File: src/rtl/spi_xcvr_pkg.sv
package spi_xcvr_pkg;
  localparam logic [1:0] ADDR_CTRL = 2'd0;
  localparam logic [1:0] ADDR_STAT = 2'd1;
  localparam logic [1:0] ADDR_DATA = 2'd2;
  localparam int HALF_MAX = 64;
  localparam int DIV_W = $clog2(HALF_MAX);

  // Strobes and serial input handed from control to datapath.
  typedef struct packed {
    logic load;
    logic sample;
    logic shift;
    logic lsbFirst;
    logic serIn;
  } dpStrobe_t;

  // Half of the SCK period in system clocks for each rate code.
  function automatic int halfCycles(input logic [1:0] rate);
    case (rate)
      2'd0: return 2;
      2'd1: return 8;
      2'd2: return 32;
      default: return HALF_MAX;
    endcase
  endfunction
endpackage

File: src/rtl/spi_xcvr_dp.sv
module spi_xcvr_dp
  import spi_xcvr_pkg::*;
#(
  parameter int DATA_W = 8
) (
  input  logic              clk,
  input  logic              rstN,
  input  dpStrobe_t         strobe,
  input  logic [DATA_W-1:0] loadData,
  output logic [DATA_W-1:0] shReg,
  output logic              serialOut
);
  logic smpBit;

  always_ff @(posedge clk or negedge rstN) begin
    if (!rstN) begin
      shReg  <= '0;
      smpBit <= 1'b0;
    end else begin
      if (strobe.sample) smpBit <= strobe.serIn;
      if (strobe.load) begin
        shReg <= loadData;
      end else if (strobe.shift) begin
        if (strobe.lsbFirst) shReg <= {smpBit, shReg[DATA_W-1:1]};
        else                 shReg <= {shReg[DATA_W-2:0], smpBit};
      end
    end
  end

  assign serialOut = strobe.lsbFirst ? shReg[0] : shReg[DATA_W-1];

  // the byte in flight moves only when a load or shift strobe says so
  assert_hold_R7: assert property (@(posedge clk) disable iff (!rstN)
    (!strobe.load && !strobe.shift) |=> $stable(shReg));
endmodule

File: src/rtl/spi_xcvr_ctrl.sv
module spi_xcvr_ctrl
  import spi_xcvr_pkg::*;
#(
  parameter int DATA_W      = 8,
  parameter int SYNC_STAGES = 2
) (
  input  logic              clk,
  input  logic              rstN,
  input  logic [1:0]        addr,
  input  logic              wrEn,
  input  logic              rdEn,
  input  logic [DATA_W-1:0] wrData,
  input  logic              sckIn,
  input  logic              mosiIn,
  input  logic              misoIn,
  input  logic              ssN,
  output logic [DATA_W-1:0] ctrlByte,
  output logic [DATA_W-1:0] statusByte,
  output dpStrobe_t         strobe,
  output logic              sckOut,
  output logic              sckOe,
  output logic              mosiOe,
  output logic              misoOe,
  output logic              irq
);
  localparam int CNT_W = $clog2(DATA_W);
  localparam logic [DATA_W-1:0] CTRL_MASK = DATA_W'(8'hF3);
  localparam logic [CNT_W-1:0] LAST_BIT = CNT_W'(DATA_W - 1);

  logic [DATA_W-1:0] ctrlR;
  logic [SYNC_STAGES-1:0] sckSync, mosiSync, ssSync;
  logic sckPrev;
  logic busyR, sckR, doneR, collR, statusSeen;
  logic [DIV_W-1:0] divCnt, halfLast;
  logic [CNT_W-1:0] bitCnt;

  logic irqEn, enBit, lsbBit, mstBit;
  logic sckS, mosiS, ssS;
  logic mstActive, slvSel, dataWr, dataRd, statRd;
  logic startXfer, collide, mTick, sRise, sFall, lastBit, doneSet, clearFlags;

  assign irqEn  = ctrlR[7];
  assign enBit  = ctrlR[6];
  assign lsbBit = ctrlR[5];
  assign mstBit = ctrlR[4];
  assign halfLast = DIV_W'(halfCycles(ctrlR[1:0]) - 1);

  assign sckS  = sckSync[SYNC_STAGES-1];
  assign mosiS = mosiSync[SYNC_STAGES-1];
  assign ssS   = ssSync[SYNC_STAGES-1];

  assign mstActive = enBit && mstBit;
  assign slvSel    = enBit && !mstBit && !ssS;
  assign dataWr    = wrEn && (addr == ADDR_DATA);
  assign dataRd    = rdEn && (addr == ADDR_DATA);
  assign statRd    = rdEn && (addr == ADDR_STAT);
  assign startXfer = dataWr && mstActive && !busyR;
  assign collide   = dataWr && busyR;
  assign lastBit   = (bitCnt == LAST_BIT);
  assign mTick     = mstActive && busyR && (divCnt == halfLast);
  assign sRise     = slvSel && sckS && !sckPrev;
  assign sFall     = slvSel && !sckS && sckPrev;
  assign doneSet   = (mTick && sckR && lastBit) || (sFall && lastBit);
  assign clearFlags = (dataWr || dataRd) && statusSeen;

  // Control register
  always_ff @(posedge clk or negedge rstN) begin
    if (!rstN) ctrlR <= '0;
    else if (wrEn && addr == ADDR_CTRL) ctrlR <= wrData & CTRL_MASK;
  end

  // Input resynchronisers for the slave-side pins
  always_ff @(posedge clk or negedge rstN) begin
    if (!rstN) begin
      sckSync  <= '0;
      mosiSync <= '0;
      ssSync   <= '1;
      sckPrev  <= 1'b0;
    end else begin
      sckSync  <= {sckSync[SYNC_STAGES-2:0], sckIn};
      mosiSync <= {mosiSync[SYNC_STAGES-2:0], mosiIn};
      ssSync   <= {ssSync[SYNC_STAGES-2:0], ssN};
      sckPrev  <= sckS;
    end
  end

  // Transfer sequencing: clock divider, SCK, bit counter, busy
  always_ff @(posedge clk or negedge rstN) begin
    if (!rstN) begin
      busyR <= 1'b0; sckR <= 1'b0; divCnt <= '0; bitCnt <= '0;
    end else if (!enBit) begin
      busyR <= 1'b0; sckR <= 1'b0; divCnt <= '0; bitCnt <= '0;
    end else if (mstBit) begin
      if (startXfer) begin
        busyR <= 1'b1; sckR <= 1'b0; divCnt <= '0; bitCnt <= '0;
      end else if (busyR) begin
        if (mTick) begin
          divCnt <= '0;
          sckR   <= ~sckR;
          if (sckR) begin
            bitCnt <= lastBit ? '0 : bitCnt + 1'b1;
            if (lastBit) busyR <= 1'b0;
          end
        end else begin
          divCnt <= divCnt + 1'b1;
        end
      end
    end else begin
      sckR <= 1'b0; divCnt <= '0;
      if (ssS) begin
        busyR <= 1'b0; bitCnt <= '0;
      end else begin
        if (sRise) busyR <= 1'b1;
        if (sFall) begin
          bitCnt <= lastBit ? '0 : bitCnt + 1'b1;
          if (lastBit) busyR <= 1'b0;
        end
      end
    end
  end

  // Flags and the status-then-data clear sequence
  always_ff @(posedge clk or negedge rstN) begin
    if (!rstN) begin
      doneR <= 1'b0; collR <= 1'b0; statusSeen <= 1'b0;
    end else begin
      if (doneSet) doneR <= 1'b1;
      else if (clearFlags) doneR <= 1'b0;
      if (collide) collR <= 1'b1;
      else if (clearFlags) collR <= 1'b0;
      if (statRd && (doneR || collR)) statusSeen <= 1'b1;
      else if (dataWr || dataRd) statusSeen <= 1'b0;
    end
  end

  always_comb begin
    strobe.load     = dataWr && !busyR;
    strobe.sample   = (mTick && !sckR) || sRise;
    strobe.shift    = (mTick && sckR) || sFall;
    strobe.lsbFirst = lsbBit;
    strobe.serIn    = mstBit ? misoIn : mosiS;
  end

  assign ctrlByte   = ctrlR;
  assign statusByte = {doneR, collR, {(DATA_W-2){1'b0}}};
  assign sckOut     = sckR;
  assign sckOe      = mstActive;
  assign mosiOe     = mstActive;
  assign misoOe     = slvSel;
  assign irq        = irqEn && doneR;

  // the generated clock rests low whenever no master transfer runs
  assert_sck_idle_low_R2: assert property (@(posedge clk) disable iff (!rstN)
    (mstActive && !busyR) |-> !sckR);
  // completion appears only at the end of a running transfer
  assert_done_after_busy_R6: assert property (@(posedge clk) disable iff (!rstN)
    $rose(doneR) |-> $past(busyR));
  // the done flag drops only through the clear sequence
  assert_flag_clear_seq_R8: assert property (@(posedge clk) disable iff (!rstN)
    $fell(doneR) |-> $past(clearFlags));
  // deselecting a slave abandons any partial byte
  assert_bitcnt_deselect_R9: assert property (@(posedge clk) disable iff (!rstN)
    (!mstActive && !slvSel) |=> (bitCnt == '0));
endmodule

File: src/rtl/spi_byte_xcvr.sv
module spi_byte_xcvr
  import spi_xcvr_pkg::*;
#(
  parameter int DATA_W      = 8,
  parameter int SYNC_STAGES = 2
) (
  input  logic              clk,
  input  logic              rstN,
  input  logic [1:0]        addr,
  input  logic              wrEn,
  input  logic              rdEn,
  input  logic [DATA_W-1:0] wrData,
  output logic [DATA_W-1:0] rdData,
  output logic              irq,
  input  logic              sckIn,
  output logic              sckOut,
  output logic              sckOe,
  input  logic              mosiIn,
  output logic              mosiOut,
  output logic              mosiOe,
  input  logic              misoIn,
  output logic              misoOut,
  output logic              misoOe,
  input  logic              ssN
);
  dpStrobe_t strobe;
  logic [DATA_W-1:0] ctrlByte, statusByte, shReg;
  logic serialOut;

  spi_xcvr_ctrl #(.DATA_W(DATA_W), .SYNC_STAGES(SYNC_STAGES)) u_ctrl (
    .clk(clk), .rstN(rstN), .addr(addr), .wrEn(wrEn), .rdEn(rdEn),
    .wrData(wrData), .sckIn(sckIn), .mosiIn(mosiIn), .misoIn(misoIn),
    .ssN(ssN), .ctrlByte(ctrlByte), .statusByte(statusByte),
    .strobe(strobe), .sckOut(sckOut), .sckOe(sckOe), .mosiOe(mosiOe),
    .misoOe(misoOe), .irq(irq)
  );

  spi_xcvr_dp #(.DATA_W(DATA_W)) u_dp (
    .clk(clk), .rstN(rstN), .strobe(strobe), .loadData(wrData),
    .shReg(shReg), .serialOut(serialOut)
  );

  assign mosiOut = serialOut;
  assign misoOut = serialOut;

  always_comb begin
    case (addr)
      ADDR_CTRL: rdData = ctrlByte;
      ADDR_STAT: rdData = statusByte;
      ADDR_DATA: rdData = shReg;
      default:   rdData = '0;
    endcase
  end

  // never drive as master and slave at once
  assert_single_role_R9: assert property (@(posedge clk) disable iff (!rstN)
    misoOe |-> !sckOe);
endmodule

File: config.mk
export PLATFORM = sky130hd
export DESIGN_NAME = spi_byte_xcvr
export DESIGN_NICKNAME = d
export VERILOG_FILES = /design/src/rtl/spi_xcvr_pkg.sv /design/src/rtl/spi_xcvr_dp.sv /design/src/rtl/spi_xcvr_ctrl.sv /design/src/rtl/spi_byte_xcvr.sv
export SDC_FILE = /design/constraint.sdc
export NUM_CORES = 1
export LEC_CHECK = 0
export BUFFER_PORTS_ARGS = -buffer_cell sky130_fd_sc_hd__buf_2
export CAP_MARGIN = 25
export CORE_AREA = 2 2 65 67
export DETAILED_ROUTE_END_ITERATION = 16
export DIE_AREA = 0 0 67 69
export PLACE_DENSITY = 0.78
export REMOVE_ABC_BUFFERS = 1
export SYNTH_ARGS = -nofsm -noshare
export SYNTH_HDL_FRONTEND = slang
export SYNTH_HIERARCHICAL = 1
export SYNTH_SLANG_ARGS = --single-unit
File: constraint.sdc
create_clock -name clk -period 3.02 [get_ports clk]
set_input_delay 0.604 -clock clk [delete_from_list [all_inputs] [get_ports clk]]
set_output_delay 0.604 -clock clk [all_outputs]
set_load 0.03 [all_outputs]
Yosys cells after proc, flatten, opt, wreduce, memory -nomap -nowiden
Cells that the tools add are included.
- register bits: 36
- output and inout port bits: 15
- add/sub/neg operators: 3
- equality and inequality tests: 10
- multiplexer cells: 42
- bitwise logic cells: 1
- reduce and logical (&&, ||, !) cells: 43
- operators by type and width (kind ; number):
    $mux 6 ; 5
    $mux 3 ; 9
    $logic_and 1x1->1 ; 24
    $mux 8 ; 3
    $pmux 8 s3 ; 1
    $mux 1 ; 23
    $pmux 6 s3 ; 1
    $ne 4x4->1 const B ; 4
    $reduce_bool 2->1 ; 4
    $add 6x1->6 const B ; 1
    $eq 6x6->1 ; 1
    $logic_not 1->1 ; 6
    $sub 6x1->6 const B ; 1
    $logic_or 1x1->1 ; 5
    $eq 2x1->1 const B ; 2
    $eq 2x2->1 const B ; 2
    $logic_not 2->1 ; 2
    $reduce_and 4->1 ; 1
    $add 3x1->3 const B ; 1
    $eq 3x3->1 const B ; 1
    $reduce_and 2->1 ; 1
    $not 1->1 ; 1

Longest topological paths before layout
- word-level depth: 11
- gate-level depth with buffers: 9
- mapped depth without buffers: 8

Hierarchy
Netlist, hierarchy kept.
- by module, submodules not included (module ; instances ; cells each ; area each (sq um)):
    spi_xcvr_ctrl ; 1 ; 133 ; 1416.4
    spi_xcvr_dp ; 1 ; 47 ; 525.5
    spi_byte_xcvr ; 1 ; 21 ; 205.2

Worst setup path after synthesis
OpenSTA, ideal clock, no wires.
- path kind: reg-to-reg
- start point: register u_ctrl.ctrlR[1], in the netlist u_ctrl/ctrlByte[1]
- end point: register u_dp.shReg[0]
- setup time: 0.087 ns
- arrival time: 2.255 ns
- data required time: 2.933 ns
- setup slack: 0.679 ns
- stages on the path, launching flop included: 10
- buffers on the path: 1
- period minus slack after synthesis: 2.341 ns
- cells stage by stage: dfrtp_1 > or2_2 > ha_1 > xnor2_1 > nor4_2 > o21ai_2 > o21ai_1 > nand2b_1 > buf_2 > o211ai_1
- RTL lines (element ; RTL line ; text):
    start, declared ; spi_xcvr_ctrl.sv:30 ; logic [DATA_W-1:0] ctrlR;
    start signal, assigned ; spi_xcvr_ctrl.sv:69 ; else if (wrEn && addr == ADDR_CTRL) ctrlR <= wrData & CTRL_MASK;
    end signal, assigned ; spi_xcvr_dp.sv:22 ; shReg <= loadData;
    end signal, assigned ; spi_xcvr_dp.sv:24 ; if (strobe.lsbFirst) shReg <= {smpBit, shReg[DATA_W-1:1]};
    end signal, assigned ; spi_xcvr_dp.sv:25 ; else shReg <= {shReg[DATA_W-2:0], smpBit};
    end, declared ; spi_xcvr_dp.sv:10 ; output logic [DATA_W-1:0] shReg,

==> metrics.md <==
| Metric | Value |
|---|---|
| HP Start | u_ctrl/sckSync[0] |
| Critical path endpoint category | flop |
| Min cycle time layout | 2.48 ns |
| Crit path arrival time | 2.69 ns |
| Leading cell types in the layout, fill and taps excluded | dfrtp_1 (34), buf_2 (32), mux2i_1 (19) |
| Buffers & Inverters on Critical Path | 1 |
| Share of cells above drive strength 1 | 0.291 |
| Placer Congestion | 0.793 |
| Final setup viols | 0 |
| Overall Global Routing Usage | 0.202 |
| Simple-gate share of the synthesized area | 0.170 |
| R2R depth | 9 |
| Area of the mapped netlist | 2150 sq um |
| Mapped Cells | 201 |
| 1st-iter DRT viols | 66 |
| Vias in the first global route | 1458 |
| Pre-antenna DRT Iters | 5 |
| Total Nets Final | 251 |
| Setup tns final | 0 ns |
| Hold Slack | 0.353 ns |
| Fill count | 367 |
| Status | finished, final reports clean |
| RSZ-0062 raised after global routing | no |
| Max cap viols | 0 |
| Htree depth | 2 |
| First-pass GRT wire length | 7.05 mm |
| Ant. Diodes | 0 |
| Row cnt | 23 |
| Peak VDD IR | 0.390 mV |
| Most common cell after layout, fill and taps aside | dfrtp_1 |
| Setup crit start kind | flop |
| Starting Density | 0.549 |
| Port Buf Inserts | 32 |
| Total setup buffers inserted after CTS | 0 |
| Final Hold Fails | 0 |
| R2r setup slk | 0.54 ns |
| Root buffer cell | clkbuf_8 |
| Initial antenna violation count | 0 |
| Crit-path cells | or2_2 -> ha_1 -> xnor2_1 -> nor4_2 -> o21ai_2 -> o21ai_1 -> buf_4 -> nand2b_1 -> o211ai_1 |
| Skew final | 0.00539 ns |
| Clock sink count | 36 |
| Yosys warning total | 6 |
| Yosys cell types | 48 |
| Xor/xnor share of the synthesized area | 0.0326 |
| Wire length per cell | 14.8 um |
| Worst-path clk slew | 0.07 ns |
| Post-synthesis mux area share | 0.143 |
| Post-synthesis compound-gate area fraction | 0.127 |
| Post-synth ARST share | 1.00 |
| TritonCTS Buffers | 5 |
| Die ar. | 4620 sq um |
| Antenna-violating nets left | 0 |
| Largest family of logic cells by synthesized area | simple AND/OR/NAND/NOR gates |
| Core area | 3910 sq um |
| Tcrit/Tclk final | 0.822 |
| Adder-cell share of the synthesized area | 0.0233 |
| Vias | 1564 |
| Crit Reg-Reg Endpoint | u_dp/shReg[6] |
| PD cells | 594 nW/um^2 |
| Critical path required time | 3.23 ns |
| Slew HR | 0.481 |
| Mean Syn Cell Area | 10.7 sq um |
| Worst hold endpoint | u_ctrl/sckSync[1] |
| CP max stage delay | 0.44 ns |
| Slowest CP cell | dfrtp_1 |
| CTS tree | built |
| WHS Path Cells | 0 |
| Chip height | 69 um |
| Drt total wl | 4.15 mm |
| Clock Tree Buf Depth | 2 |
| Crit Path Max Fanout | 10 |
| Seq/Total Area, Yosys | 0.421 |
| Synth Flop Type | dfrtp_1 |
| CTS Hold Bufs | 0 |
| Worst slew pin tran | 0.778 ns |
| CP delay by family, top | simple AND/OR/NAND/NOR gates |
| Gates resized, CTS repair | 0 |
| Fin. max-slew vios | 0 |
| Area taken by multi-input logic gates | 1090 sq um |
| Critical path type | reg2reg |
| Storage element area | 903 sq um |
| Largest net degree at the start of global routing | 37 |
| LEAKAGE | 1.10 nW |
| Worst skew pair latency | 0.29 ns |
| Flops & latches, synth | 36 |
| Post-DP HPWL | 2.88 mm |
| I/O pin count | 33 |
| DRC Markers | 0 |
| Drt via density | 5.59 |
| Grt ovf | 0 |
| Peak Freq | 403 MHz |
| Die width | 67 um |
| Hold Path Class | reg2reg |
| Syn-to-layout area delta | 9.21% |
| EDFF count, synth | 0 |
| R2r startpoint | u_ctrl/ctrlByte[1] |
[logic make-up (layout without fill, tap and decap cells)]
group,count (synthesis),after routing
mux,29,29
simple gates,64,64
xor+xnor,8,8
buf+inv,25,47
fa+ha+maj,4,4
compound gates,34,34
other cells,1,8
flops,36,36
[worst max-delay path by stage]
stage,from,endpoint,slack [ns],cells after the start
floorplan,u_ctrl/ctrlByte[1],u_dp/shReg[0],0.64,8
global placement,u_ctrl/ctrlByte[1],u_dp/shReg[3],0.62,9
detailed placement,u_ctrl/ctrlByte[1],u_dp/shReg[6],0.55,9
CTS,u_ctrl/ctrlByte[1],u_dp/shReg[6],0.54,9
global route,u_ctrl/ctrlByte[1],u_dp/shReg[5],0.31,9
finish,u_ctrl/ctrlByte[1],u_dp/shReg[6],0.54,9
[synthesized netlist by cell type, types with 3 or more instances]
library cell  count  area, sq um
o21ai_0           8         40.0
dfrtp_1          34          851
o2bb2ai_1         8         70.1
xor2_1            6         52.6
buf_4            13         97.6
buf_6             4         45.0
inv_1             5         18.8
nor2b_1           3         18.8
mux2i_1          19          190
ha_1              4         50.1
or3b_2            6         52.6
mux2_2            9          101
nand2_1          18         67.6
nor2_1           15         56.3
o211ai_1          6         45.0
[layout make-up]
type / instances / area share
Sequential cell: 36 / 0.385
Tap cell: 50 / 0.0267
Multi-Input combinational cell: 147 / 0.467
Timing Repair Buffer: 34 / 0.0747
Clock buffer: 8 / 0.0384
Inverter: 5 / 0.00800
[state kept, by name (all words and copies together), names as in the netlist]
name and count:
u_dp/shReg 8, u_ctrl/ctrlByte 6, u_ctrl/divCnt 6, u_ctrl/bitCnt 3, u_ctrl/mosiSync 2, u_ctrl/sckSync 2, u_ctrl/ssSync 2, u_ctrl/busyR 1
u_ctrl/collR 1, u_ctrl/doneR 1, u_ctrl/sckOut 1, u_ctrl/sckPrev 1, u_ctrl/statusSeen 1, u_dp/smpBit 1
[where the power goes]
group	internal, W	switching, W
Sequential	0.000558	0.0000878
Combinational	0.000185	0.000211
Clock	0.000186	0.000165
Total	0.000929	0.000464
[layer usage]
metal  global-route usage  share of wire  vias to the layer above
met4               0.0816          0.018                        0
met5                    0              0                        -
met1                0.299           0.51                      763
met2                0.277           0.43                       39
li1                     -              -                      754
met3               0.0538          0.044                        8
[per-stage QoR]
stage               instance area (sq um)  total power [W]  setup WS [ns]  cells  utilization
floorplan                            2020         0.000931          0.638    188            -
global placement                     2250          0.00104          0.623    272        0.576
detailed placement                   2250          0.00105          0.552    272        0.576
CTS                                  2340          0.00140          0.537    280        0.599
global route                         2340          0.00148          0.307    280        0.599
finish                               2340          0.00139          0.539    280        0.599
No activity file was read; power rests on OpenSTA's default activity.
